$ cat src/rtl/idx_agu_pkg.sv
package idx_agu_pkg;

  typedef enum logic {LIST_WORD = 1'b0, LIST_ROW = 1'b1} list_kind_e;
  typedef enum logic {FILT_SKIP = 1'b0, FILT_PACK = 1'b1} filt_kind_e;
  typedef enum logic {OFS_STATIC = 1'b0, OFS_WINDOW = 1'b1} ofs_kind_e;
  typedef enum logic {CNT_WORD = 1'b0, CNT_DESC = 1'b1} cnt_kind_e;

  localparam logic [2:0] NO_STEP_CODE = 3'd7;

  // Destination granule in bytes for a 3-bit step code.
  function automatic logic [11:0] step_bytes(input logic [2:0] code);
    if (code == NO_STEP_CODE) return 12'd0;
    return 12'd32 << code;
  endfunction

endpackage

$ cat src/rtl/idx_agu_ring.sv
// Pointer register that steps by a variable amount and optionally wraps.
module idx_agu_ring #(
  parameter int W = 16
) (
  input  logic         clk,
  input  logic         rst_n,
  input  logic         load,
  input  logic [W-1:0] load_val,
  input  logic         adv,
  input  logic [W-1:0] step,
  input  logic [W-1:0] limit,
  input  logic         wrap_en,
  output logic [W-1:0] ptr
);

  logic [W:0]   sum;
  logic [W-1:0] ptr_d;
  logic         ptr_en;

  always_comb begin
    sum = {1'b0, ptr} + {1'b0, step};
    if (wrap_en && (sum >= {1'b0, limit})) sum = sum - {1'b0, limit};
    ptr_en = load | adv;
    ptr_d  = load ? load_val : sum[W-1:0];
  end

  always_ff @(posedge clk or negedge rst_n) begin
    if (!rst_n)      ptr <= '0;
    else if (ptr_en) ptr <= ptr_d;
  end

endmodule

$ cat src/rtl/idx_agu_srcgen.sv
// Table address: base + offset + (raw id | id * 4-bit stride).
module idx_agu_srcgen import idx_agu_pkg::*; #(
  parameter int AW  = 32,
  parameter int IDW = 16
) (
  input  logic [AW-1:0]  base,
  input  logic [AW-1:0]  offset,
  input  logic [IDW-1:0] id,
  input  logic           list_type,
  input  logic [3:0]     stride,
  output logic [AW-1:0]  addr
);

  logic [AW-1:0] id_ext;
  logic [AW-1:0] stride_ext;
  logic [AW-1:0] scaled;

  always_comb begin
    id_ext     = AW'(id);
    stride_ext = AW'(stride);
    scaled     = id_ext * stride_ext;
    addr       = base + offset + ((list_type == LIST_ROW) ? scaled : id_ext);
  end

endmodule

$ cat src/rtl/idx_stream_agu.sv
module idx_stream_agu import idx_agu_pkg::*; #(
  parameter  int AW  = 32,
  parameter  int IDW = 16,
  parameter  int CW  = 12,
  parameter  int WW  = 10,
  parameter  int WDW = 8,
  localparam int CCW = CW + WDW
) (
  input  logic           clk,
  input  logic           rst_n,
  input  logic           start,
  input  logic [AW-1:0]  table_base,
  input  logic [AW-1:0]  list_base,
  input  logic [CW-1:0]  elem_count,
  input  logic           list_type,
  input  logic [3:0]     row_stride,
  input  logic           ofs_src,
  input  logic [AW-1:0]  ofs_static,
  input  logic [WW-1:0]  win_offset,
  input  logic [WW-1:0]  win_size,
  input  logic           win_post_upd,
  input  logic [AW-1:0]  dst_base,
  input  logic [2:0]     dst_stride_code,
  input  logic           dst_circ,
  input  logic           dst_post_upd,
  input  logic [AW-1:0]  dst_buf_bytes,
  input  logic           filt_en,
  input  logic           filt_mode,
  input  logic           filt_wr,
  input  logic [IDW-1:0] filt_wdata,
  input  logic           cnt_type,
  input  logic [WDW-1:0] xfer_words,
  input  logic           set_done,
  input  logic           id_valid,
  input  logic [IDW-1:0] id_data,
  output logic           id_ready,
  output logic [AW-1:0]  id_addr,
  output logic           tx_valid,
  input  logic           tx_ready,
  output logic [AW-1:0]  tx_src_addr,
  output logic [AW-1:0]  tx_dst_addr,
  output logic [CCW-1:0] cmpl_count,
  output logic           busy,
  output logic           done
);

  // Job fields captured at start
  logic [AW-1:0]  tb_q, lb_q, ostat_q, db_q, dbuf_q;
  logic           lt_q, osrc_q, wupd_q, dcirc_q, dupd_q;
  logic           fen_q, fmode_q, ct_q, sdone_q;
  logic [3:0]     stride_q;
  logic [2:0]     code_q;
  logic [WW-1:0]  wsize_q;
  logic [WDW-1:0] words_q;
  logic [IDW-1:0] filt_reg_q, filt_act_q;

  // Run state
  logic           busy_q, busy_d, done_q, done_d;
  logic [CW-1:0]  remain_q, remain_d, idx_q, idx_d;
  logic           txv_q, txv_d;
  logic [AW-1:0]  src_q, dstq_q;
  logic [CCW-1:0] cmpl_q, cmpl_d;
  logic           cmpl_en;

  // Datapath wires
  logic           start_acc, id_fire, hit, emit, dst_adv, win_adv, finish, tx_load;
  logic [WW-1:0]  win_ptr;
  logic [AW-1:0]  dst_ptr, dst_step, cur_ofs, src_addr;

  assign start_acc = start & ~busy_q;

  always_comb begin
    id_ready = busy_q & (remain_q != '0) & (~txv_q | tx_ready);
    id_fire  = id_valid & id_ready;
    hit      = fen_q & (id_data == filt_act_q);
    emit     = id_fire & ~hit;
    dst_adv  = id_fire & ~(hit & (fmode_q == FILT_PACK));
    win_adv  = id_fire & (osrc_q == OFS_WINDOW) & wupd_q;
    cur_ofs  = (osrc_q == OFS_WINDOW) ? AW'(win_ptr) : ostat_q;
    dst_step = AW'(step_bytes(code_q));
    finish   = busy_q & (remain_q == '0) & ~txv_q;
    tx_load  = emit;
  end

  // Filter value register: written any time, copied into use at start
  always_ff @(posedge clk or negedge rst_n) begin
    if (!rst_n)       filt_reg_q <= '0;
    else if (filt_wr) filt_reg_q <= filt_wdata;
  end

  always_ff @(posedge clk or negedge rst_n) begin
    if (!rst_n) begin
      tb_q <= '0; lb_q <= '0; ostat_q <= '0; db_q <= '0; dbuf_q <= '0;
      lt_q <= 1'b0; osrc_q <= 1'b0; wupd_q <= 1'b0; dcirc_q <= 1'b0; dupd_q <= 1'b0;
      fen_q <= 1'b0; fmode_q <= 1'b0; ct_q <= 1'b0; sdone_q <= 1'b0;
      stride_q <= '0; code_q <= '0; wsize_q <= '0; words_q <= '0; filt_act_q <= '0;
    end else if (start_acc) begin
      tb_q <= table_base; lb_q <= list_base; ostat_q <= ofs_static;
      db_q <= dst_base; dbuf_q <= dst_buf_bytes;
      lt_q <= list_type; osrc_q <= ofs_src; wupd_q <= win_post_upd;
      dcirc_q <= dst_circ; dupd_q <= dst_post_upd;
      fen_q <= filt_en; fmode_q <= filt_mode; ct_q <= cnt_type; sdone_q <= set_done;
      stride_q <= row_stride; code_q <= dst_stride_code; wsize_q <= win_size;
      words_q <= xfer_words; filt_act_q <= filt_reg_q;
    end
  end

  idx_agu_ring #(.W(WW)) u_win (
    .clk      (clk),
    .rst_n    (rst_n),
    .load     (start_acc),
    .load_val (win_offset),
    .adv      (win_adv),
    .step     (WW'(1)),
    .limit    (wsize_q),
    .wrap_en  (1'b1),
    .ptr      (win_ptr)
  );

  idx_agu_ring #(.W(AW)) u_dst (
    .clk      (clk),
    .rst_n    (rst_n),
    .load     (start_acc),
    .load_val ('0),
    .adv      (dst_adv),
    .step     (dst_step),
    .limit    (dbuf_q),
    .wrap_en  (dcirc_q & dupd_q),
    .ptr      (dst_ptr)
  );

  idx_agu_srcgen #(.AW(AW), .IDW(IDW)) u_src (
    .base      (tb_q),
    .offset    (cur_ofs),
    .id        (id_data),
    .list_type (lt_q),
    .stride    (stride_q),
    .addr      (src_addr)
  );

  // Next state
  always_comb begin
    busy_d   = start_acc | (busy_q & ~finish);
    done_d   = start_acc ? 1'b0 : (finish ? sdone_q : done_q);
    remain_d = start_acc ? elem_count : (id_fire ? remain_q - 1'b1 : remain_q);
    idx_d    = start_acc ? '0 : (id_fire ? idx_q + 1'b1 : idx_q);
    txv_d    = tx_load | (txv_q & ~tx_ready);
    cmpl_en  = start_acc | (txv_q & tx_ready);
    cmpl_d   = start_acc ? '0
             : cmpl_q + ((ct_q == CNT_DESC) ? CCW'(1) : CCW'(words_q));
  end

  // Registers
  always_ff @(posedge clk or negedge rst_n) begin
    if (!rst_n) begin
      busy_q   <= 1'b0;
      done_q   <= 1'b0;
      remain_q <= '0;
      idx_q    <= '0;
      txv_q    <= 1'b0;
    end else begin
      busy_q   <= busy_d;
      done_q   <= done_d;
      remain_q <= remain_d;
      idx_q    <= idx_d;
      txv_q    <= txv_d;
    end
  end

  always_ff @(posedge clk or negedge rst_n) begin
    if (!rst_n)       cmpl_q <= '0;
    else if (cmpl_en) cmpl_q <= cmpl_d;
  end

  always_ff @(posedge clk or negedge rst_n) begin
    if (!rst_n) begin
      src_q  <= '0;
      dstq_q <= '0;
    end else if (tx_load) begin
      src_q  <= src_addr;
      dstq_q <= db_q + dst_ptr;
    end
  end

  assign id_addr     = lb_q + AW'(idx_q);
  assign tx_valid    = txv_q;
  assign tx_src_addr = src_q;
  assign tx_dst_addr = dstq_q;
  assign cmpl_count  = cmpl_q;
  assign busy        = busy_q;
  assign done        = done_q;

endmodule

$ cat config.mk
export PLATFORM = sky130hd
export DESIGN_NAME = idx_stream_agu
export DESIGN_NICKNAME = d
export VERILOG_FILES = /design/src/rtl/idx_agu_pkg.sv /design/src/rtl/idx_agu_ring.sv /design/src/rtl/idx_agu_srcgen.sv /design/src/rtl/idx_stream_agu.sv
export SDC_FILE = /design/constraint.sdc
export NUM_CORES = 1
export LEC_CHECK = 0
export ABC_AREA = 1
export BUFFER_PORTS_ARGS = -buffer_cell sky130_fd_sc_hd__buf_2
export CAP_MARGIN = 10
export CORE_ASPECT_RATIO = 1.4
export CORE_MARGIN = 2
export CORE_UTILIZATION = 35
export DETAILED_ROUTE_END_ITERATION = 10
export GPL_TIMING_DRIVEN = 1
export MAX_ROUTING_LAYER = met4
export PLACE_DENSITY = 0.52
export SKIP_CTS_REPAIR_TIMING = 1
export SLEW_MARGIN = 20
export SYNTH_ARGS = -nofsm -noshare
export SYNTH_HDL_FRONTEND = slang
export SYNTH_HIERARCHICAL = 1
export SYNTH_SLANG_ARGS = --single-unit
$ cat constraint.sdc
create_clock -name clk -period 15.3 [get_ports clk]
set_clock_uncertainty 0.2 [all_clocks]
set_input_delay 1.53 -clock clk [delete_from_list [all_inputs] [get_ports clk]]
set_output_delay 1.53 -clock clk [all_outputs]
set_load 0.01 [all_outputs]
# Yosys cells after proc, flatten, opt, wreduce, memory -nomap -nowiden

Index checks and enable logic that the tools add are counted.

Bits in registers: 379
Input port bits: 254
Output and inout port bits: 120
Logic and storage cells: 97

Add/subtract/negate cells: 11
Multiply operators: 1
Order comparisons: 2
Eq/ne operators: 2
Shift-type cells: 1
Mux-type cells: 17
Bitwise operators: 28
Reductions and logical operators: 5

Operators by type and width:

| cell                                               | count |
|---|---|
| two-way mux 32 bit                                 | 3 |
| two-way mux 12 bit                                 | 6 |
| adder 32 bit                                       | 2 |
| two-way mux 20 bit                                 | 2 |
| adder 32 x 12 -> 33 bit                            | 1 |
| >= comparator 33 x 32 -> 1 bit                     | 1 |
| adder 32 x 12 -> 32 bit                            | 1 |
| adder 32 x 20 -> 32 bit                            | 1 |
| subtractor 32 bit                                  | 1 |
| adder 20 x 8 -> 20 bit                             | 1 |
| multiplier 16 x 4 -> 20 bit                        | 1 |
| two-way mux 10 bit                                 | 2 |
| bitwise AND 1 bit                                  | 16 |
| == test 16 bit                                     | 1 |
| adder 12 x 1 -> 12 bit, second input constant      | 1 |
| zero test 12 bit                                   | 1 |
| nonzero test 12 bit                                | 1 |
| << shifter 6 x 3 -> 12 bit, first input constant   | 1 |
| subtractor 12 x 1 -> 12 bit, second input constant | 1 |
| adder 10 x 1 -> 11 bit, second input constant      | 1 |
| >= comparator 11 x 10 -> 1 bit                     | 1 |
| subtractor 10 bit                                  | 1 |
| two-way mux 8 bit                                  | 1 |
| inverter 1 bit                                     | 6 |
| 5 further kinds                                    | 13 |

# Longest topological paths before layout

Depth in word-level cells: 8
Gate-level depth with buffers: 33
Depth with buffers taken out: 31

# By module

Netlist, hierarchy kept.

Modules (own cells, without submodules):

| module               | instances | cells each | area an instance (um^2) | sequential area each (um^2) |
|---|---|---|---|---|
| idx_stream_agu       | 1         | 2,413      | 17,782.1                | 8,433.1 |
| idx_agu_ring (u_dst) | 1         | 1,085      | 6,218.5                 | 800.8 |
| idx_agu_srcgen       | 1         | 1,007      | 5,546.6                 | 0.0 |
| idx_agu_ring (u_win) | 1         | 268        | 1,752.9                 | 250.2 |

# Least setup slack after synthesis

OpenSTA, ideal clock, no wires.

Path kind: input to register
From: in id_data[6]
To: reg src_q[31] (netlist: tx_src_addr[31])
Setup time: 116 ps
Data arrival time: 5,394 ps
Data required time: 14,984 ps
Setup slack: 9,590 ps
Stages: 30
Path buffers: 0
Cell sequence: nand2_1 inv_1 fa_1 inv_1 fa_1 inv_1 ha_1 nand2_1 inv_1 nand2_1 nand2_1 nand2_1 nand4_1 nand3_1 o21ai_0 fa_1 inv_1 ha_1 nand2_1 inv_1 nand2_1 inv_1 a21oi_1 nand2_2 nand2_1 nand2_1 nand2_1 nand2_1 nand2_1 nand2_1

Elaborated cells between the ends (all ways): 7
Those cells by class: add/sub: 1; mul: 1; eq/ne: 1; mux: 1; bitwise: 3

RTL lines:

| item                        | RTL line              | text |
|---|---|---|
| from (decl)                 | idx_stream_agu.sv:35  | `input logic [IDW-1:0] id_data,` |
| multiplier 16 x 4 -> 20 bit | idx_agu_srcgen.sv:21  | `scaled = id_ext * stride_ext;` |
| two-way mux 20 bit *        | idx_agu_srcgen.sv:22  | `addr = base + offset + ((list_type == LIST_ROW) ? scaled : id_ext);` |
| adder 32 x 20 -> 32 bit *   | idx_agu_srcgen.sv:22  |  |
| via src_addr[31]            | idx_stream_agu.sv:68  | `logic [AW-1:0] dst_ptr, dst_step, cur_ofs, src_addr;` |
| to (signal assigned)        | idx_stream_agu.sv:180 | `src_q <= src_addr;` |
| to (decl)                   | idx_stream_agu.sv:61  | `logic [AW-1:0] src_q, dstq_q;` |

The timed path passes the listed nets; every way through them passes the cells marked *.
A chain may end at the register's enable or synchronous reset.

# Worst setup path in the final report

From: in id_data[10]
To: reg src_q[15] (netlist: tx_src_addr[15])

Same word-level chain as after synthesis.

==> flow_summary.ini <==
[route]
drc = 0
drt_wl_total_um = 103900
vias = 29940
drt-vias-per-instance = 4.667
wl_per_cell_um = 16.19
first_iter_violations = 1602
drt_pass1_iterations = 5
detail-route-antenna-nets = 0

[clock_network]
cts_buffer_depth = 3
cts_tree = yes
path_clk_slew_ps = 60
cts_made_buffers = 46
h-tree-depth = 2
clock_latency_ps = 610
cts_num_sinks = 379
cts-root-buf = clkbuf_16

[critical_path]
reg2reg_from = stride_q[3]
startpoint_type = input pin
worst-setup-path-type = input pin to register
reg2reg_depth = 23
r2r-end = tx_src_addr[15]
ff2ff_setup_slack_ps = 9330
worst_ep_arrival_time_ps = 6580
cp-end-kind = register
cp.required_ps = 15650
cp_max_fo = 6

[synth]
syn_area_mm2 = 0.03130
synth_xor_area_frac = 0.03330
syn_inst = 4773
synthSimpleGateAreaFrac = 0.3526
synth_flop_cell = dfrtp_1
synth-compound-area-share = 0.07851
async_flop_share = 1.000
synth_warnings = 6
synth-edff-count = 0
synth_most_common_cell = nand2_1
ys_ff_latch = 379
netlist_top_cells_area = dfrtp_1 (30%), nand2_1 (22%), inv_1 (9.5%), ha_1 (8.1%), nand3_1 (4.4%)
synthAdderAreaFrac = 0.1170
synthMuxAreaShare = 0.001279
synth.distinct_cells = 58
synth-seq-area-share = 0.3030
synthTopCellsByCount = nand2_1 (1866), inv_1 (792), dfrtp_1 (379)
yosys.area.top_type = dfrtp_1
synth_top_area_frac = 0.3030
avgSynthCellArea_um2 = 6.558
synth_top_family_by_area = simple AND/OR/NAND/NOR gates

[pwr]
leakage_nw = 20.81
p_sw_frac = 0.5031
ir_drop_uv = 95.09
combPwrFrac = 0.621
seqPwrFrac = 0.217
p_switching_mw = 3.622
power.share.clock = 0.162
fin_total_pwr_mw = 7.199
power.density_mw_per_mm2 = 199.2
p_int_mw = 3.577

[sta]
rsz0062_at_grt = no
max_freq_ghz = 0.1604
hold_ws_ps = 273.2
fin_crit_ps = 6236
period_share = 0.4076
tightest_slew_ps = 917.1
slew_violations = 0
slew_headroom = 0.3886
setup_tns_ps = 0
finalHoldViolations = 0
setup_viol = 0

[die]
dieWidth_um = 256.7
die_h_um = 357.8
core.rowCount = 129
io_pins = 374
dieArea_mm2 = 0.09187
start_util = 0.3539
coreArea_mm2 = 0.08845

[final_layout]
area_growth_pct = 15.47
final_area_mm2 = 0.03614
fill_cells = 9754
drive_above_1_share = 0.1099
fin_util = 0.4086
fin_nets = 5684

[worst_hold_path]
min_from = tx_dst_addr[21]
hp-class = register to register
holdPathEnd = tx_dst_addr[21]
worstHoldPathCells = 2

[placement]
gp_congestion = 0.9309
io_buffers = 373
hpwl_um = 82530
place_area_mm2 = 0.03449

[global_routing]
grt_pass1_vias = 29780
antenna_found_initial = 30
gr-total-overflow = 0
grt_pass1_wl_um = 163000
grt.total_usage = 0.2314
grt_start_max_net_pins = 109

[job]
maxCapViolations = 0

[run_status]
status = finished clean
## flip-flops by register name, indices dropped and copies added, names as in the netlist, 3 cells and up
name         cells
ostat_q         32
db_q            32
wsize_q         10
dbuf_q          32
u_win/ptr       10
tb_q            32
cmpl_count      20
tx_src_addr     32
idx_q           12
code_q           3
tx_dst_addr     32
remain_q        12
filt_act_q      16
words_q          8
u_dst/ptr       32
filt_reg_q      16
lb_q            32
stride_q         4
## power by group through the flow
stage	sequential, mW	clock (mW)	combinational (mW)
after detailed placement	1.58	0	4.44
after global routing	1.61	1.25	5.11
after global placement	1.58	0	4.43
after CTS	1.57	1.22	4.46
after floorplan	1.53	0	3.29
final	1.56	1.17	4.47
## metal layers
metal / track usage / routed length, um
met1: 0.2897 / 47120
met2: 0.3801 / 48130
met3: 0.03887 / 5356
met4: 0.07547 / 3272
met5: - / 0
## layout make-up
type / instances / area [um2] / share of cell area
Sequential cell: 379 / 9484 / 0.2624
Multi-Input combinational cell: 3554 / 18510 / 0.5123
Clock inverter: 18 / 237.7 / 0.006578
Inverter: 800 / 3017 / 0.08347
Tap cell: 1179 / 1475 / 0.04082
Timing Repair Buffer: 390 / 2004 / 0.05546
Clock buffer: 65 / 1334 / 0.03691
Antenna cell: 30 / 75.07 / 0.002077
## logic make-up after synthesis
logic type	count (synthesis)
flops	379
buf+inv	909
simple gates	2663
xor+xnor	119
other cells	2
compound gates	438
mux	4
fa+ha+maj	259
## worst max path at each step
stage | from | endpoint | slack [ps] | cells past startpoint
floorplan | id_data[6] | tx_src_addr[31] | 9590 | 30
global placement | id_data[10] | tx_src_addr[15] | 8380 | 27
detailed placement | id_data[10] | tx_src_addr[15] | 8430 | 27
CTS | id_data[10] | tx_src_addr[15] | 9100 | 27
global route | id_data[9] | tx_src_addr[31] | 8710 | 30
finish | id_data[10] | tx_src_addr[15] | 9060 | 27
## through the flow
stage | setup WS, ps | std cells
floorplan | 9590 | 4842
global placement | 8379 | 6302
detailed placement | 8431 | 6302
CTS | 9100 | 6385
global route | 8710 | 6411
finish | 9064 | 6415
## cells in the final DEF (no fill, tap or decap), types with 30 or more instances in the layout
cell type,count
nand3_1,275
nand2_1,1865
a21oi_1,162
ha_1,203
dfrtp_1,379
diode_2,30
conb_1,71
fa_1,56
inv_1,792
nand4_1,52
xnor2_1,56
nor3_1,42
o21ai_0,173
xor2_1,63
nor2_1,303
buf_2,372
clkbuf_16,47
## worst max-delay path, cell delays in order
cell,delay [ps]
buf_2,180
nand2_1,90
inv_1,70
fa_1,530
inv_1,50
fa_1,520
inv_1,40
ha_1,380
nand2_1,120
nor2_1,190
nand3_1,180
nand3_1,110
nand2_1,50
nand3_1,120
o21ai_0,320
fa_1,600
inv_1,40
ha_1,380
nand2_1,140
inv_1,60
nand2_1,90
inv_1,80
a21oi_1,170
nand2_2,110
xor2_1,260
nand2_1,90
nand2_1,80
No activity file was read; power rests on OpenSTA's default activity.
